$ cat src/rtl/ata_tf_pkg.sv
package ata_tf_pkg;
  localparam int TF_W   = 8;
  localparam int ADDR_W = 3;

  localparam int ST_BSY  = 7;
  localparam int ST_DRDY = 6;
  localparam int ST_DSC  = 4;
  localparam int ST_ERR  = 0;
  localparam int ER_ABRT = 2;
  localparam int DC_NIEN = 1;
  localparam int DC_SRST = 2;
  localparam int DH_DEV  = 4;
  localparam int DH_LBA  = 6;

  typedef enum logic [3:0] {
    TF_NONE, TF_DATA, TF_ERRFEAT, TF_COUNT, TF_SECT, TF_CYLLO,
    TF_CYLHI, TF_DEVHEAD, TF_STATCMD, TF_ALTCTL, TF_DRVADDR
  } tf_reg_e;

  typedef enum logic [1:0] {PH_IDLE, PH_CHECK, PH_WAIT} phase_e;
endpackage

$ cat src/rtl/ata_tf_decode.sv
module ata_tf_decode
  import ata_tf_pkg::*;
(
  input  logic              clk,
  input  logic              rst,
  input  logic              bank_cmd_n,
  input  logic              bank_ctl_n,
  input  logic [ADDR_W-1:0] reg_addr,
  output tf_reg_e           hit
);
  always_comb begin
    hit = TF_NONE;
    if (!bank_cmd_n && bank_ctl_n) begin
      case (reg_addr)
        3'd0: hit = TF_DATA;
        3'd1: hit = TF_ERRFEAT;
        3'd2: hit = TF_COUNT;
        3'd3: hit = TF_SECT;
        3'd4: hit = TF_CYLLO;
        3'd5: hit = TF_CYLHI;
        3'd6: hit = TF_DEVHEAD;
        default: hit = TF_STATCMD;
      endcase
    end else if (bank_cmd_n && !bank_ctl_n) begin
      if (reg_addr == 3'd6) hit = TF_ALTCTL;
      else if (reg_addr == 3'd7) hit = TF_DRVADDR;
    end
  end


  one_bank_chk: assert property (@(posedge clk) disable iff (rst)
    (hit != TF_NONE) |-> (bank_cmd_n != bank_ctl_n));
endmodule

$ cat src/rtl/ata_tf_opcheck.sv
module ata_tf_opcheck
  import ata_tf_pkg::*;
#(
  parameter bit ENABLE_CFA = 1'b1
) (
  input  logic [TF_W-1:0] op,
  output logic            supported
);
  localparam int N_BASE = 22;
  localparam int N_CFA  = 5;
  localparam logic [TF_W-1:0] BASE_OPS [N_BASE] = '{
    8'h00, 8'h20, 8'h30, 8'h40, 8'h70, 8'h90, 8'h91, 8'hC4, 8'hC5, 8'hC6, 8'hC8,
    8'hCA, 8'hE0, 8'hE1, 8'hE2, 8'hE3, 8'hE4, 8'hE5, 8'hE6, 8'hE8, 8'hEC, 8'hEF};
  localparam logic [TF_W-1:0] CFA_OPS [N_CFA] = '{8'h03, 8'h38, 8'h87, 8'hC0, 8'hCD};

  logic [N_BASE-1:0] base_hit;
  logic              cfa_any;

  for (genvar i = 0; i < N_BASE; i++) begin : g_base
    assign base_hit[i] = (op == BASE_OPS[i]);
  end

  if (ENABLE_CFA) begin : g_cfa
    logic [N_CFA-1:0] cfa_hit;
    for (genvar j = 0; j < N_CFA; j++) begin : g_ent
      assign cfa_hit[j] = (op == CFA_OPS[j]);
    end
    assign cfa_any = |cfa_hit;
  end else begin : g_nocfa
    assign cfa_any = 1'b0;
  end

  assign supported = (|base_hit) | cfa_any;
endmodule

$ cat src/rtl/ata_taskfile.sv
module ata_taskfile
  import ata_tf_pkg::*;
#(
  parameter bit              ENABLE_CFA  = 1'b1,
  parameter logic [TF_W-1:0] DEF_DEVHEAD = 8'hA0,
  parameter logic [TF_W-1:0] DEF_DIAG    = 8'h01,
  localparam int             LBA_W       = 3*TF_W + 4
) (
  input  logic              clk,
  input  logic              rst,
  input  logic              bank_cmd_n,
  input  logic              bank_ctl_n,
  input  logic [ADDR_W-1:0] reg_addr,
  input  logic              rd_stb,
  input  logic              wr_stb,
  input  logic [TF_W-1:0]   wr_data,
  output logic [TF_W-1:0]   rd_data,
  input  logic              dev_id,
  output logic              irq,
  output logic              cmd_valid,
  output logic [TF_W-1:0]   cmd_op,
  output logic [TF_W-1:0]   cmd_feature,
  output logic [TF_W-1:0]   cmd_count,
  output logic [LBA_W-1:0]  cmd_lba,
  output logic              cmd_lba_mode,
  input  logic              done_stb,
  input  logic              done_err
);
  tf_reg_e hit;
  logic    op_ok;

  logic [TF_W-1:0] feat_q, count_q, sect_q, cyllo_q, cylhi_q, devhead_q, err_q, op_q;
  logic [TF_W-1:0] rd_q;
  logic nien_q, srst_q, bsy_q, drdy_q, errbit_q, pend_q, valid_q;
  phase_e phase_q;

  ata_tf_decode i_dec (
    .clk(clk), .rst(rst), .bank_cmd_n(bank_cmd_n), .bank_ctl_n(bank_ctl_n),
    .reg_addr(reg_addr), .hit(hit)
  );

  ata_tf_opcheck #(.ENABLE_CFA(ENABLE_CFA)) i_opc (.op(op_q), .supported(op_ok));

  logic ctl_wr, srst_next, selected;
  logic [TF_W-1:0] status_w, drvaddr_w;

  assign ctl_wr    = wr_stb && (hit == TF_ALTCTL);
  assign srst_next = ctl_wr ? wr_data[DC_SRST] : srst_q;
  assign selected  = (devhead_q[DH_DEV] == dev_id);
  assign status_w  = {bsy_q, drdy_q, 1'b0, drdy_q, 3'b000, errbit_q};
  assign drvaddr_w = {1'b0, 1'b1, ~devhead_q[3:0], ~devhead_q[DH_DEV], devhead_q[DH_DEV]};

  always_ff @(posedge clk) begin
    if (rst) begin
      feat_q <= '0; count_q <= 8'h01; sect_q <= 8'h01; cyllo_q <= '0; cylhi_q <= '0;
      devhead_q <= DEF_DEVHEAD; err_q <= DEF_DIAG; op_q <= '0;
      nien_q <= 1'b0; srst_q <= 1'b0; bsy_q <= 1'b0; drdy_q <= 1'b1;
      errbit_q <= 1'b0; pend_q <= 1'b0; valid_q <= 1'b0; phase_q <= PH_IDLE;
    end else begin
      valid_q <= 1'b0;
      if (ctl_wr) begin
        nien_q <= wr_data[DC_NIEN];
        srst_q <= wr_data[DC_SRST];
      end
      if (srst_next) begin
        feat_q <= '0; count_q <= 8'h01; sect_q <= 8'h01; cyllo_q <= '0; cylhi_q <= '0;
        devhead_q <= DEF_DEVHEAD; err_q <= DEF_DIAG;
        bsy_q <= 1'b1; drdy_q <= 1'b0; errbit_q <= 1'b0; pend_q <= 1'b0;
        phase_q <= PH_IDLE;
      end else if (srst_q) begin
        bsy_q <= 1'b0; drdy_q <= 1'b1;
      end else begin
        if (rd_stb && hit == TF_STATCMD) pend_q <= 1'b0;
        if (wr_stb && !bsy_q) begin
          case (hit)
            TF_ERRFEAT: feat_q    <= wr_data;
            TF_COUNT:   count_q   <= wr_data;
            TF_SECT:    sect_q    <= wr_data;
            TF_CYLLO:   cyllo_q   <= wr_data;
            TF_CYLHI:   cylhi_q   <= wr_data;
            TF_DEVHEAD: devhead_q <= wr_data;
            TF_STATCMD: if (selected) begin
              op_q <= wr_data; bsy_q <= 1'b1; errbit_q <= 1'b0;
              pend_q <= 1'b0; phase_q <= PH_CHECK;
            end
            default: ;
          endcase
        end
        case (phase_q)
          PH_CHECK: begin
            if (op_ok) begin
              valid_q <= 1'b1;
              phase_q <= PH_WAIT;
            end else begin
              errbit_q <= 1'b1; err_q <= 8'(1 << ER_ABRT);
              bsy_q <= 1'b0; pend_q <= 1'b1; phase_q <= PH_IDLE;
            end
          end
          PH_WAIT: if (done_stb) begin
            errbit_q <= done_err;
            err_q    <= done_err ? 8'(1 << ER_ABRT) : 8'h00;
            bsy_q    <= 1'b0; pend_q <= 1'b1; phase_q <= PH_IDLE;
          end
          default: ;
        endcase
      end
    end
  end

  always_ff @(posedge clk) begin
    if (rst) rd_q <= '0;
    else if (rd_stb) begin
      case (hit)
        TF_DATA:    rd_q <= 8'h00;
        TF_ERRFEAT: rd_q <= err_q;
        TF_COUNT:   rd_q <= count_q;
        TF_SECT:    rd_q <= sect_q;
        TF_CYLLO:   rd_q <= cyllo_q;
        TF_CYLHI:   rd_q <= cylhi_q;
        TF_DEVHEAD: rd_q <= devhead_q;
        TF_STATCMD: rd_q <= status_w;
        TF_ALTCTL:  rd_q <= status_w;
        TF_DRVADDR: rd_q <= drvaddr_w;
        default:    rd_q <= 8'hFF;
      endcase
    end
  end

  assign rd_data      = rd_q;
  assign irq          = pend_q && selected && !nien_q;
  assign cmd_valid    = valid_q;
  assign cmd_op       = op_q;
  assign cmd_feature  = feat_q;
  assign cmd_count    = count_q;
  assign cmd_lba      = {devhead_q[3:0], cylhi_q, cyllo_q, sect_q};
  assign cmd_lba_mode = devhead_q[DH_LBA];


  valid_busy_chk: assert property (@(posedge clk) disable iff (rst)
    cmd_valid |-> bsy_q);

  valid_pulse_chk: assert property (@(posedge clk) disable iff (rst)
    cmd_valid |=> !cmd_valid);

  irq_idle_chk: assert property (@(posedge clk) disable iff (rst)
    irq |-> !bsy_q);

  srst_busy_chk: assert property (@(posedge clk) disable iff (rst)
    srst_q |-> (bsy_q && !drdy_q && !irq));

  busy_hold_chk: assert property (@(posedge clk) disable iff (rst)
    (bsy_q && !srst_q && !ctl_wr && wr_stb && hit == TF_COUNT) |=> $stable(count_q));

  abort_chk: assert property (@(posedge clk) disable iff (rst)
    (phase_q == PH_CHECK && !op_ok && !srst_next && !srst_q)
      |=> (errbit_q && err_q == 8'h04 && !bsy_q && !cmd_valid));
endmodule

$ cat config.mk
export PLATFORM = sky130hd
export DESIGN_NAME = ata_taskfile
export DESIGN_NICKNAME = d
export VERILOG_FILES = /design/src/rtl/ata_tf_pkg.sv /design/src/rtl/ata_tf_decode.sv /design/src/rtl/ata_tf_opcheck.sv /design/src/rtl/ata_taskfile.sv
export SDC_FILE = /design/constraint.sdc
export NUM_CORES = 1
export LEC_CHECK = 0
export BUFFER_PORTS_ARGS = -buffer_cell sky130_fd_sc_hd__buf_2
export CAP_MARGIN = 25
export CORE_MARGIN = 1
export CORE_UTILIZATION = 51
export CTS_BUF_LIST = sky130_fd_sc_hd__clkbuf_8
export DETAILED_ROUTE_END_ITERATION = 8
export PLACE_DENSITY_LB_ADDON = 0.05
export SLEW_MARGIN = 15
export SYNTH_ARGS = -nofsm -noshare
export SYNTH_HDL_FRONTEND = slang
export SYNTH_HIERARCHICAL = 1
export SYNTH_SLANG_ARGS = --single-unit
$ cat constraint.sdc
create_clock -name clk -period 2.3 [get_ports clk]
set_input_delay 0.345 -clock clk [delete_from_list [all_inputs] [get_ports clk]]
set_output_delay 0.345 -clock clk [all_outputs]
set_load 0.03 [all_outputs]
==> results of run 1 <==
==> state kept, by name, summed over array words and instances (netlist names) <==
name / count
drdy_q: 1
rd_data: 8
pend_q: 1
bsy_q: 1
phase_q: 2
cmd_feature: 8
err_q: 2
cmd_valid: 1
cmd_op: 8
srst_q: 1
nien_q: 1
devhead_q: 8
errbit_q: 1
cyllo_q: 8
cylhi_q: 8
cmd_count: 8
sect_q: 8
==> how the worst max path moves through the flow <==
stage                           endpoint  slack, ns
final                           err_q[2]       0.06
after global routing            err_q[0]     -0.002
after CTS                     cylhi_q[2]       0.08
after detailed placement  cmd_feature[6]      -0.28
after global placement    cmd_feature[1]      -0.25
after floorplan                 err_q[0]     0.0007
==> report_power, final <==
group	total (uW)	internal [uW]	switching, uW
clock	1030	555	479
sequential	1340	1320	17.7
combinational	434	185	249
==> cells by family (layout without fill, tap and decap cells) <==
group | count (synthesis) | count (layout) | synth area share, %
multiplexers | 59 | 59 | 15.57
flip-flops | 75 | 75 | 38.44
AND/OR/NAND/NOR | 159 | 159 | 22.26
AO/OA/AOI/OAI | 73 | 73 | 14.51
adder cells (fa/ha/maj) | 6 | 6 | 1.922
buffers and inverters | 46 | 172 | 7.079
XOR/XNOR | 1 | 1 | 0.2243
==> cells in the final DEF (no fill, tap or decap), drive strengths merged, types with 5 or more instances in the layout <==
cell type / instances
buf: 143
dfxtp: 75
nor2: 71
mux2i: 57
nor2b: 16
inv: 14
clkbuf: 11
nand2: 10
a21oi: 9
and3: 8
o21ai: 8
nand3b: 7
nor3: 7
nand4: 6
nand3: 6
ha: 6
a21o: 5
a32oi: 5
a311oi: 5
==> what timing repair did <==
| item | CTS | global route |
|---|---|---|
| resized for setup | 0 | 3 |
| endpoints found under the hold margin | 0 | 0 |
| buffers inserted | 0 | 1 |
| setup endpoints to repair | 0 | 30 |
| hold buffers | 0 | 0 |
==> synth_stat cells, types with 4 or more instances <==
library cell	number
dfxtp_1	75
nor2_1	70
mux2i_1	57
buf_4	20
nor2b_1	16
inv_1	13
nand2_1	10
a21oi_1	9
and3_1	8
o21ai_0	8
nand3b_1	7
ha_1	6
nand4_1	6
nor3_1	6
a21o_1	5
a311oi_1	5
a32oi_1	5
buf_2	5
clkbuf_1	5
a211o_1	4
a221oi_1	4
==> layout make-up <==
cell class / count / area (um2) / share of cell area (%)
multi-input cells: 298 / 2208 / 43.60
inverters: 13 / 56.30 / 1.112
flip-flops and latches: 75 / 1504 / 29.69
clock buffers: 11 / 151.4 / 2.989
well taps: 99 / 123.9 / 2.446
repair buffers: 143 / 968.4 / 19.12
clock inverters: 5 / 52.55 / 1.038
==> metal layers <==
layer / wire (um) / share of wire (%)
met1: 5147 / 48
met2: 4824 / 45
met3: 470 / 4.4
met4: 218 / 2.0
met5: 0 / 0
==> worst reg2reg max path, cell delays in order, from the launching register on <==
cell and delay [ns]:
dfxtp_2 0.35, and4_1 0.18, o31a_1 0.28, o311ai_1 0.27, nand4_1 0.20, nand2_1 0.15, nand2_1 0.09, or3_1 0.40
a211oi_2 0.22
==> per-stage QoR <==
step                      setup WS, ns  instances  instance area, um2  total power [uW]  util, %
after floorplan              0.0006954        419                3966              1615        -
after global placement         -0.2541        627                4832              1787    65.92
after detailed placement       -0.2844        627                4832              1793    65.92
after CTS                      0.07593        643                5036              2812    68.70
after global routing         -0.002340        644                5065              2921    69.09
final                          0.06471        644                5065              2810    69.09
==> flow_metrics.tcl, run 1 <==
set metrics [dict create \
    r2r_start "cmd_op[0]" \
    endpoint_kind "register" \
    crit_top_cell "nand2_1" \
    gp_congestion 0.8753 \
    wl_um 10660 \
    synth_enable_flop_cells 0 \
    synthFlopType "dfxtp_1" \
    clock.fmax_mhz 447.4 \
    area_growth_pct 29.66 \
    grt.met3_usage_pct 4.709 \
    setup_viol 0 \
    reg2reg_slack_ns 0.06 \
    netlist_top_cells_area "dfxtp_1, mux2i_1, nor2_1" \
    min-delay-start "wr_data[7]" \
    drv_slew 0 \
    cts.clk_slew.worst_paths_ns 0.08 \
    final_antenna_net_count 0 \
    holdCritPathClass "in2reg" \
    drt_pre_antenna_iters 5 \
    synth_top_area_cell "dfxtp_1" \
    final.setup.tns_ns 0 \
    core_area_um2 7331 \
    finalNetCount 566 \
    start_kind "register" \
    yosysUniqueCellTypes 69 \
    clock_sinks 75 \
    whs_ns 0.3464 \
    holdPathStages 2 \
    htreeDepth 3 \
    crit_type "reg2reg" \
    portBuffers 82 \
    worst_pin_slew_ns 0.4310 \
    slew_headroom_pct 71.23 \
    min_to "devhead_q[7]" \
    die_h_um 89.52 \
    cts_buffers 9 \
    worstPathCellList "and4_1, o31a_1, o311ai_1, nand4_1, nand2_1, nand2_1, or3_1, a211oi_2" \
    min_period_ns 2.235 \
    num_antenna_cells 0 \
    vias 3615 \
    synth.avg_cell_area_um2 9.323 \
    worstRegToRegCells 8 \
    leakage_uw 0.002401 \
    drc 0 \
    cp.arrival_ns 2.51 \
    synth_top_area_share_pct 38.44 \
    clockBufferDepth 2 \
    antenna_found_initial 0 \
    grt_max_degree 22 \
    overflow 0 \
    syn_nets 445 \
    status "complete, no violations" \
    initial_core_util_pct 53.29 \
    fillerInstances 604 \
    ios 83 \
    use_met2_pct 41.78 \
    slowest_delay_ns 0.40 \
    timing.final.crit_share_pct 97.19 \
    crit_family "simple AND/OR/NAND/NOR gates" \
    hpwlAfterDp_um 7966 \
    rr_endpoint "err_q[2]" \
    p_per_area_nw_per_um2 554.7 \
    path_buf_inv 0 \
    ys_ff_latch 75 \
    cp.depth 8 \
    post_drt_wl_per_cell_um 16.55 \
    ys_seq_area_share_pct 38.44 \
    clock_latency_ns 0.35 \
    syn_inst 419 \
    layout-drive-gt1-share_pct 33.58 \
    first_global_vias 3145 \
    die_area_um2 8013 \
    grt_pass1_wl_um 16170 \
    drt_iter0_markers 207 \
    grt-busiest-layer "met2" \
    die_w_um 89.52 \
    fin_worst_skew_ns 0.01138 \
    async_flop_share_pct 0 \
    grt_use_met1_pct 38.80 \
    peakVddDrop_mv 0.4241 \
    crit_start "cmd_op[0]" \
    viasPerCell 5.613 \
    cts_tree "done" \
    crit_slowest_cell "or3_1" \
    cp_max_fo 6 \
    yosys_warnings 6 \
    hold_viol_final 0 \
    track_usage_pct 27.56 \
    placementRows 31 \
    maxCapViolCount 0 \
    syn_area_um2 3906 \
    clock-root-buffer "clkbuf_8" \
    cp.required_ns 2.57 \
]
Power figures use the tool's default switching activity.
==> run 2: changes to the inputs <==
Settings changed: GPL_TIMING_DRIVEN from default to 0.
==> run 2 against run 1 <==
Compared with the run above:
- register-to-register slack worse by 0.03 ns
- fmax fell by 2.5%
- largest cell class unchanged
- sequential power about the same
- critical path depth increased by 5
- sequential cell count unchanged
- clock skew grew 0.0027 ns
- setup slack got worse by 0.057 ns
- first-iteration DRC count is 44% higher
==> flow_metrics.tcl, run 2 (same netlist as run 1, synthesis figures left out) <==
set metrics [dict create \
    crit_family "buffers and inverters" \
    slew_headroom_pct 63.14 \
    setup_viol 0 \
    vias 3667 \
    whs_ns 0.3009 \
    final_antenna_net_count 0 \
    min-delay-start "rst" \
    cts.clk_slew.worst_paths_ns 0.09 \
    start_kind "input port" \
    rsz0062_at_grt "true" \
    stdcell_area_um2 4949 \
    worst_pin_slew_ns 0.5528 \
    first_global_vias 3064 \
    holdPathStages 3 \
    crit_type "in2reg" \
    track_usage_pct 27.47 \
    crit_start "reg_addr[1]" \
    cp-endpoint "err_q[0]" \
    fillerInstances 587 \
    holdCritPathClass "in2reg" \
    hold_viol_final 0 \
    maxCapViolCount 0 \
    drv_slew 0 \
    crit_slowest_cell "or3_4" \
    cp.required_ns 2.55 \
    placementRows 31 \
    grt_max_degree 14 \
    endpoint_kind "register" \
    final_common_cell "buf_2" \
    cp.depth 13 \
    p_per_area_nw_per_um2 544.4 \
    gp_congestion 0.9009 \
    clock_sinks 75 \
    final_cell_mix "buf_2, nor2_1, dfxtp_1" \
    clockBufferDepth 2 \
    rr_endpoint "err_q[0]" \
    htreeDepth 3 \
    place_area_um2 4491 \
    r2r_start "cmd_op[0]" \
    drt_iter0_markers 298 \
    worstPathCellList "buf_6, inv_6, ha_4, or3_4, o32ai_4, buf_6, nor2b_4, buf_6, a31o_4, nand3b_1, buf_6, clkbuf_16, a21o_1" \
    clock_latency_ns 0.36 \
    clock-root-buffer "clkbuf_8" \
    crit_top_cell "buf_6" \
    grt_pass1_wl_um 16220 \
    finalNetCount 548 \
    cts_tree "done" \
    ios 83 \
    timing.final.crit_share_pct 99.67 \
    clock.fmax_mhz 436.2 \
    fin_worst_skew_ns 0.01407 \
    slowest_delay_ns 0.39 \
    peakVddDrop_mv 0.4509 \
    reg2reg_slack_ns 0.03 \
    cts_buffers 9 \
    wl_um 11020 \
    hpwlAfterDp_um 7713 \
    num_antenna_cells 0 \
    die_h_um 89.52 \
    worstRegToRegCells 9 \
    drt_pre_antenna_iters 5 \
    layout_setup_ws_ns 0.007660 \
    dpl_worst_slack_ns -0.4676 \
    overflow 0 \
    drc 0 \
    portBuffers 80 \
    initial_core_util_pct 53.29 \
    min_period_ns 2.292 \
    die_w_um 89.52 \
    core_area_um2 7331 \
    cp.arrival_ns 2.54 \
    antenna_found_initial 0 \
    leakage_uw 0.002279 \
    viasPerCell 5.867 \
    die_area_um2 8013 \
    area_growth_pct 26.68 \
    path_buf_inv 6 \
    cp_max_fo 8 \
    post_drt_wl_per_cell_um 17.62 \
    layout-drive-gt1-share_pct 32.51 \
    status "complete, no violations" \
]
[run 2: cell count changes in the layout (fill, tap and decap cells not counted), sizes merged]
cell / before / now
buf: 143 / 118
clkbuf: 11 / 17
clkinvlp: 0 / 4
clkinv: 3 / 0
bufinv: 1 / 0
[run 2: final cells by class]
class	instances	area, um2	share of cell area, %
buffer	33	286.5	5.790
timing repair buffer	92	535.5	10.82
clock inverter	5	38.79	0.7838
inverter	13	56.30	1.138
sequential	75	1508	30.47
clock buffer	10	137.6	2.781
tap	99	123.9	2.503
multi-input combinational	298	2262	45.71
[run 2: timing repair]
item | CTS | global route
cloned | 0 | 3
setup endpoints to repair | 58 | 67
pin swaps | 4 | 6
setup buffers | 5 | 4
gates resized for setup | 4 | 37
hold buffers | 0 | 0
[run 2: tightest hold or removal path: stages]
cell and delay (ns):
buf_2 0.10, a21o_1 0.12, inv_1 0.06
[run 2: per-stage QoR]
step	TNS (ns)	utilization, %	power, uW	cells
after floorplan	0	-	1615	419
after global placement	-27.60	61.26	1724	598
after detailed placement	-29.07	61.26	1730	598
after CTS	0	64.36	2651	618
after global routing	-0.7283	67.50	2793	625
final	0	67.50	2694	625
[run 2: worst min path at each step]
stage,to,slack [ns]
floorplan,err_q[0],0.43
finish,srst_q,0.30
detailed placement,pend_q,0.46
global route,srst_q,0.30
global placement,pend_q,0.45
CTS,srst_q,0.26
[run 2: where the power goes]
group	switching (uW)	internal, uW	total (uW)
logic	254	165	419
clock network	515	418	933
registers	18.0	1320	1340
[run 2: routing by layer]
| layer | global-route usage, % | vias to the layer above | share of wire [%] |
|---|---|---|---|
| met5 | 0 | - | 0 |
| met4 | 7.359 | 0 | 1.7 |
| met3 | 5.633 | 22 | 7.7 |
| met2 | 41.71 | 162 | 45 |
| met1 | 39.62 | 1755 | 46 |
| li1 | - | 1728 | - |
==> run 3: changes to the inputs <==
==> constraint.sdc (replaced) <==
create_clock -name clk -period 2.3 [get_ports clk]
set_input_delay 0.115 -clock clk [delete_from_list [all_inputs] [get_ports clk]]
set_output_delay 0.115 -clock clk [all_outputs]
set_load 0.03 [all_outputs]
==> run 3 against run 2 <==
Compared with the run above:
- the run now ends with negative setup slack left
- fmax shrank 1.9%
- final area shrank 3.5%
- sequential cell count is the same
- sequential power is essentially flat
- worst hold slack lost 0.25 ns
- critical path depth shrank 1
- critical endpoint is now cmd_valid
- setup slack lost 0.044 ns
- die area is the same
- via count shrank 0.95%
- non-clock buffer count shrank 1
- register-to-register slack lost 0.07 ns
- sequential share of layout area grew 1.1 points
==> flow_metrics.tcl, run 3 (same netlist as run 1, synthesis figures left out) <==
set metrics [dict create \
    hold_viol_final 0 \
    clock-root-buffer "clkbuf_8" \
    cts_buffers 9 \
    clock_sinks 75 \
    wl_um 10850 \
    p_per_area_nw_per_um2 585.3 \
    path_buf_inv 6 \
    fin_worst_skew_ns 0.01171 \
    viasPerCell 5.811 \
    final_cells 625 \
    vias 3632 \
    seqPwrFrac_pct 48.0 \
    worstPathCellList "buf_6, or3b_2, a21oi_1, o311ai_1, nand4_1, nand2_1, buf_4, buf_4, buf_4, buf_4, buf_4, nor3_2" \
    cp.arrival_ns 2.63 \
    post_drt_wl_per_cell_um 17.37 \
    core_area_um2 7331 \
    swShare_pct 28.47 \
    slew_headroom_pct 63.70 \
    place_area_um2 4433 \
    stdcell_area_um2 4775 \
    portBuffers 80 \
    min_period_ns 2.336 \
    cp.required_ns 2.60 \
    start_kind "register" \
    maxCapViolCount 0 \
    htreeDepth 3 \
    cts.clk_slew.worst_paths_ns 0.08 \
    crit_top_cell "buf_4" \
    timing.final.crit_share_pct 101.6 \
    final_antenna_net_count 0 \
    dpl_worst_slack_ns -0.3524 \
    cp_max_fo 10 \
    track_usage_pct 28.25 \
    ios 83 \
    final_common_cell "buf_2" \
    setup_viol 1 \
    crit_slowest_cell "or3b_2" \
    finalNetCount 547 \
    internal_power_uw 1999 \
    first_global_vias 3250 \
    drt_pre_antenna_iters 4 \
    die_w_um 89.52 \
    hpwlAfterDp_um 7906 \
    gp_congestion 0.9006 \
    final_cell_mix "buf_2, nor2_1, dfxtp_1" \
    drv_slew 0 \
    area_growth_pct 22.23 \
    overflow 0 \
    layout_setup_ws_ns -0.03634 \
    die_h_um 89.52 \
    dpl.cell_count 598 \
    grt_max_degree 15 \
    antenna_found_initial 0 \
    rsz0062_at_grt "true" \
    layout-drive-gt1-share_pct 29.85 \
    switchingPower_uw 795.7 \
    clockBufferDepth 2 \
    leakage_uw 0.002253 \
    ctsHoldBuffers 0 \
    status "finished with violations" \
    initial_core_util_pct 53.29 \
    clock.fmax_mhz 428.0 \
    clock_latency_ns 0.37 \
    drc 0 \
    placementRows 31 \
    die_area_um2 8013 \
    p_clk_share_pct 38.7 \
    drt_iter0_markers 202 \
    slowest_delay_ns 0.46 \
    num_antenna_cells 0 \
    holdCritPathClass "in2reg" \
    crit_type "reg2reg" \
    peakVddDrop_mv 0.3824 \
    p_comb_share_pct 13.3 \
    grt_pass1_wl_um 16650 \
    violations "negative setup slack" \
    endpoint_kind "register" \
    worst_pin_slew_ns 0.5433 \
    cts_tree "done" \
    crit_family "simple AND/OR/NAND/NOR gates" \
]
[run 3: cell count changes in the layout (fill, tap and decap cells not counted), moves of 3 or more]
cell and delta:
ha_4 -3, clkinv_4 +3, buf_8 -5, buf_4 +6, ha_1 +3, nor2b_1 +3
clkinvlp_4 -3
[run 3: final cells by class]
cell class,count,area (um2)
clock inverter,6,72.57
inverter,13,48.80
clock buffer,10,137.6
tap,99,123.9
timing repair buffer,91,483.0
sequential,75,1508
fill,635,2556
buffer,33,252.7
multi-input combinational,298,2148
[run 3: worst paths after layout]
kind / from / end / slack [ns] / cells after the start
worst max register to register: cmd_op[0] / cmd_valid / -0.04 / 12
worst min register to register: pend_q / pend_q / 0.48 / 2
worst max-delay path: cmd_op[0] / cmd_valid / -0.04 / 12
worst min-delay path: rst / srst_q / 0.05 / 3
[run 3: what timing repair did]
item                                    4_1_cts  5_1_grt
setup buffers                                 9        2
resized for setup                             4       12
endpoints found under the setup margin        2       65
pin swaps                                     5        2
[run 3: power by group through the flow]
stage	sequential [uW]	combinational [uW]	clock, uW
after floorplan	1420	192	0
after global placement	1370	345	0
after detailed placement	1370	351	0
after CTS	1340	359	1090
after global routing	1340	401	1140
final	1340	372	1080
[run 3: worst register-to-register path, stage by stage (launching register included)]
cell	delay, ns
dfxtp_2	0.34
buf_6	0.13
or3b_2	0.46
a21oi_1	0.16
o311ai_1	0.11
nand4_1	0.18
nand2_1	0.12
buf_4	0.15
buf_4	0.13
buf_4	0.12
buf_4	0.12
buf_4	0.12
nor3_2	0.12
[run 3: layer usage]
layer | GRT usage (%) | vias to the layer above | share of wire [%]
li1 | - | 1724 | -
met1 | 38.58 | 1762 | 46
met2 | 44.34 | 127 | 46
met3 | 5.725 | 19 | 6.3
met4 | 10.10 | 0 | 1.8
met5 | 0 | - | 0
[run 3: metrics by stage]
stage                     hold slack, ns  setup TNS (ns)  power, uW  utilization [%]
final                            0.04661        -0.03634       2795            65.13
after global routing             0.07529         -0.3068       2889            65.13
after CTS                        0.03872               0       2789            64.40
after detailed placement          0.4245          -20.74       1723            60.47
after global placement            0.4143          -16.93       1716            60.47
after floorplan                   0.2329               0       1609                -
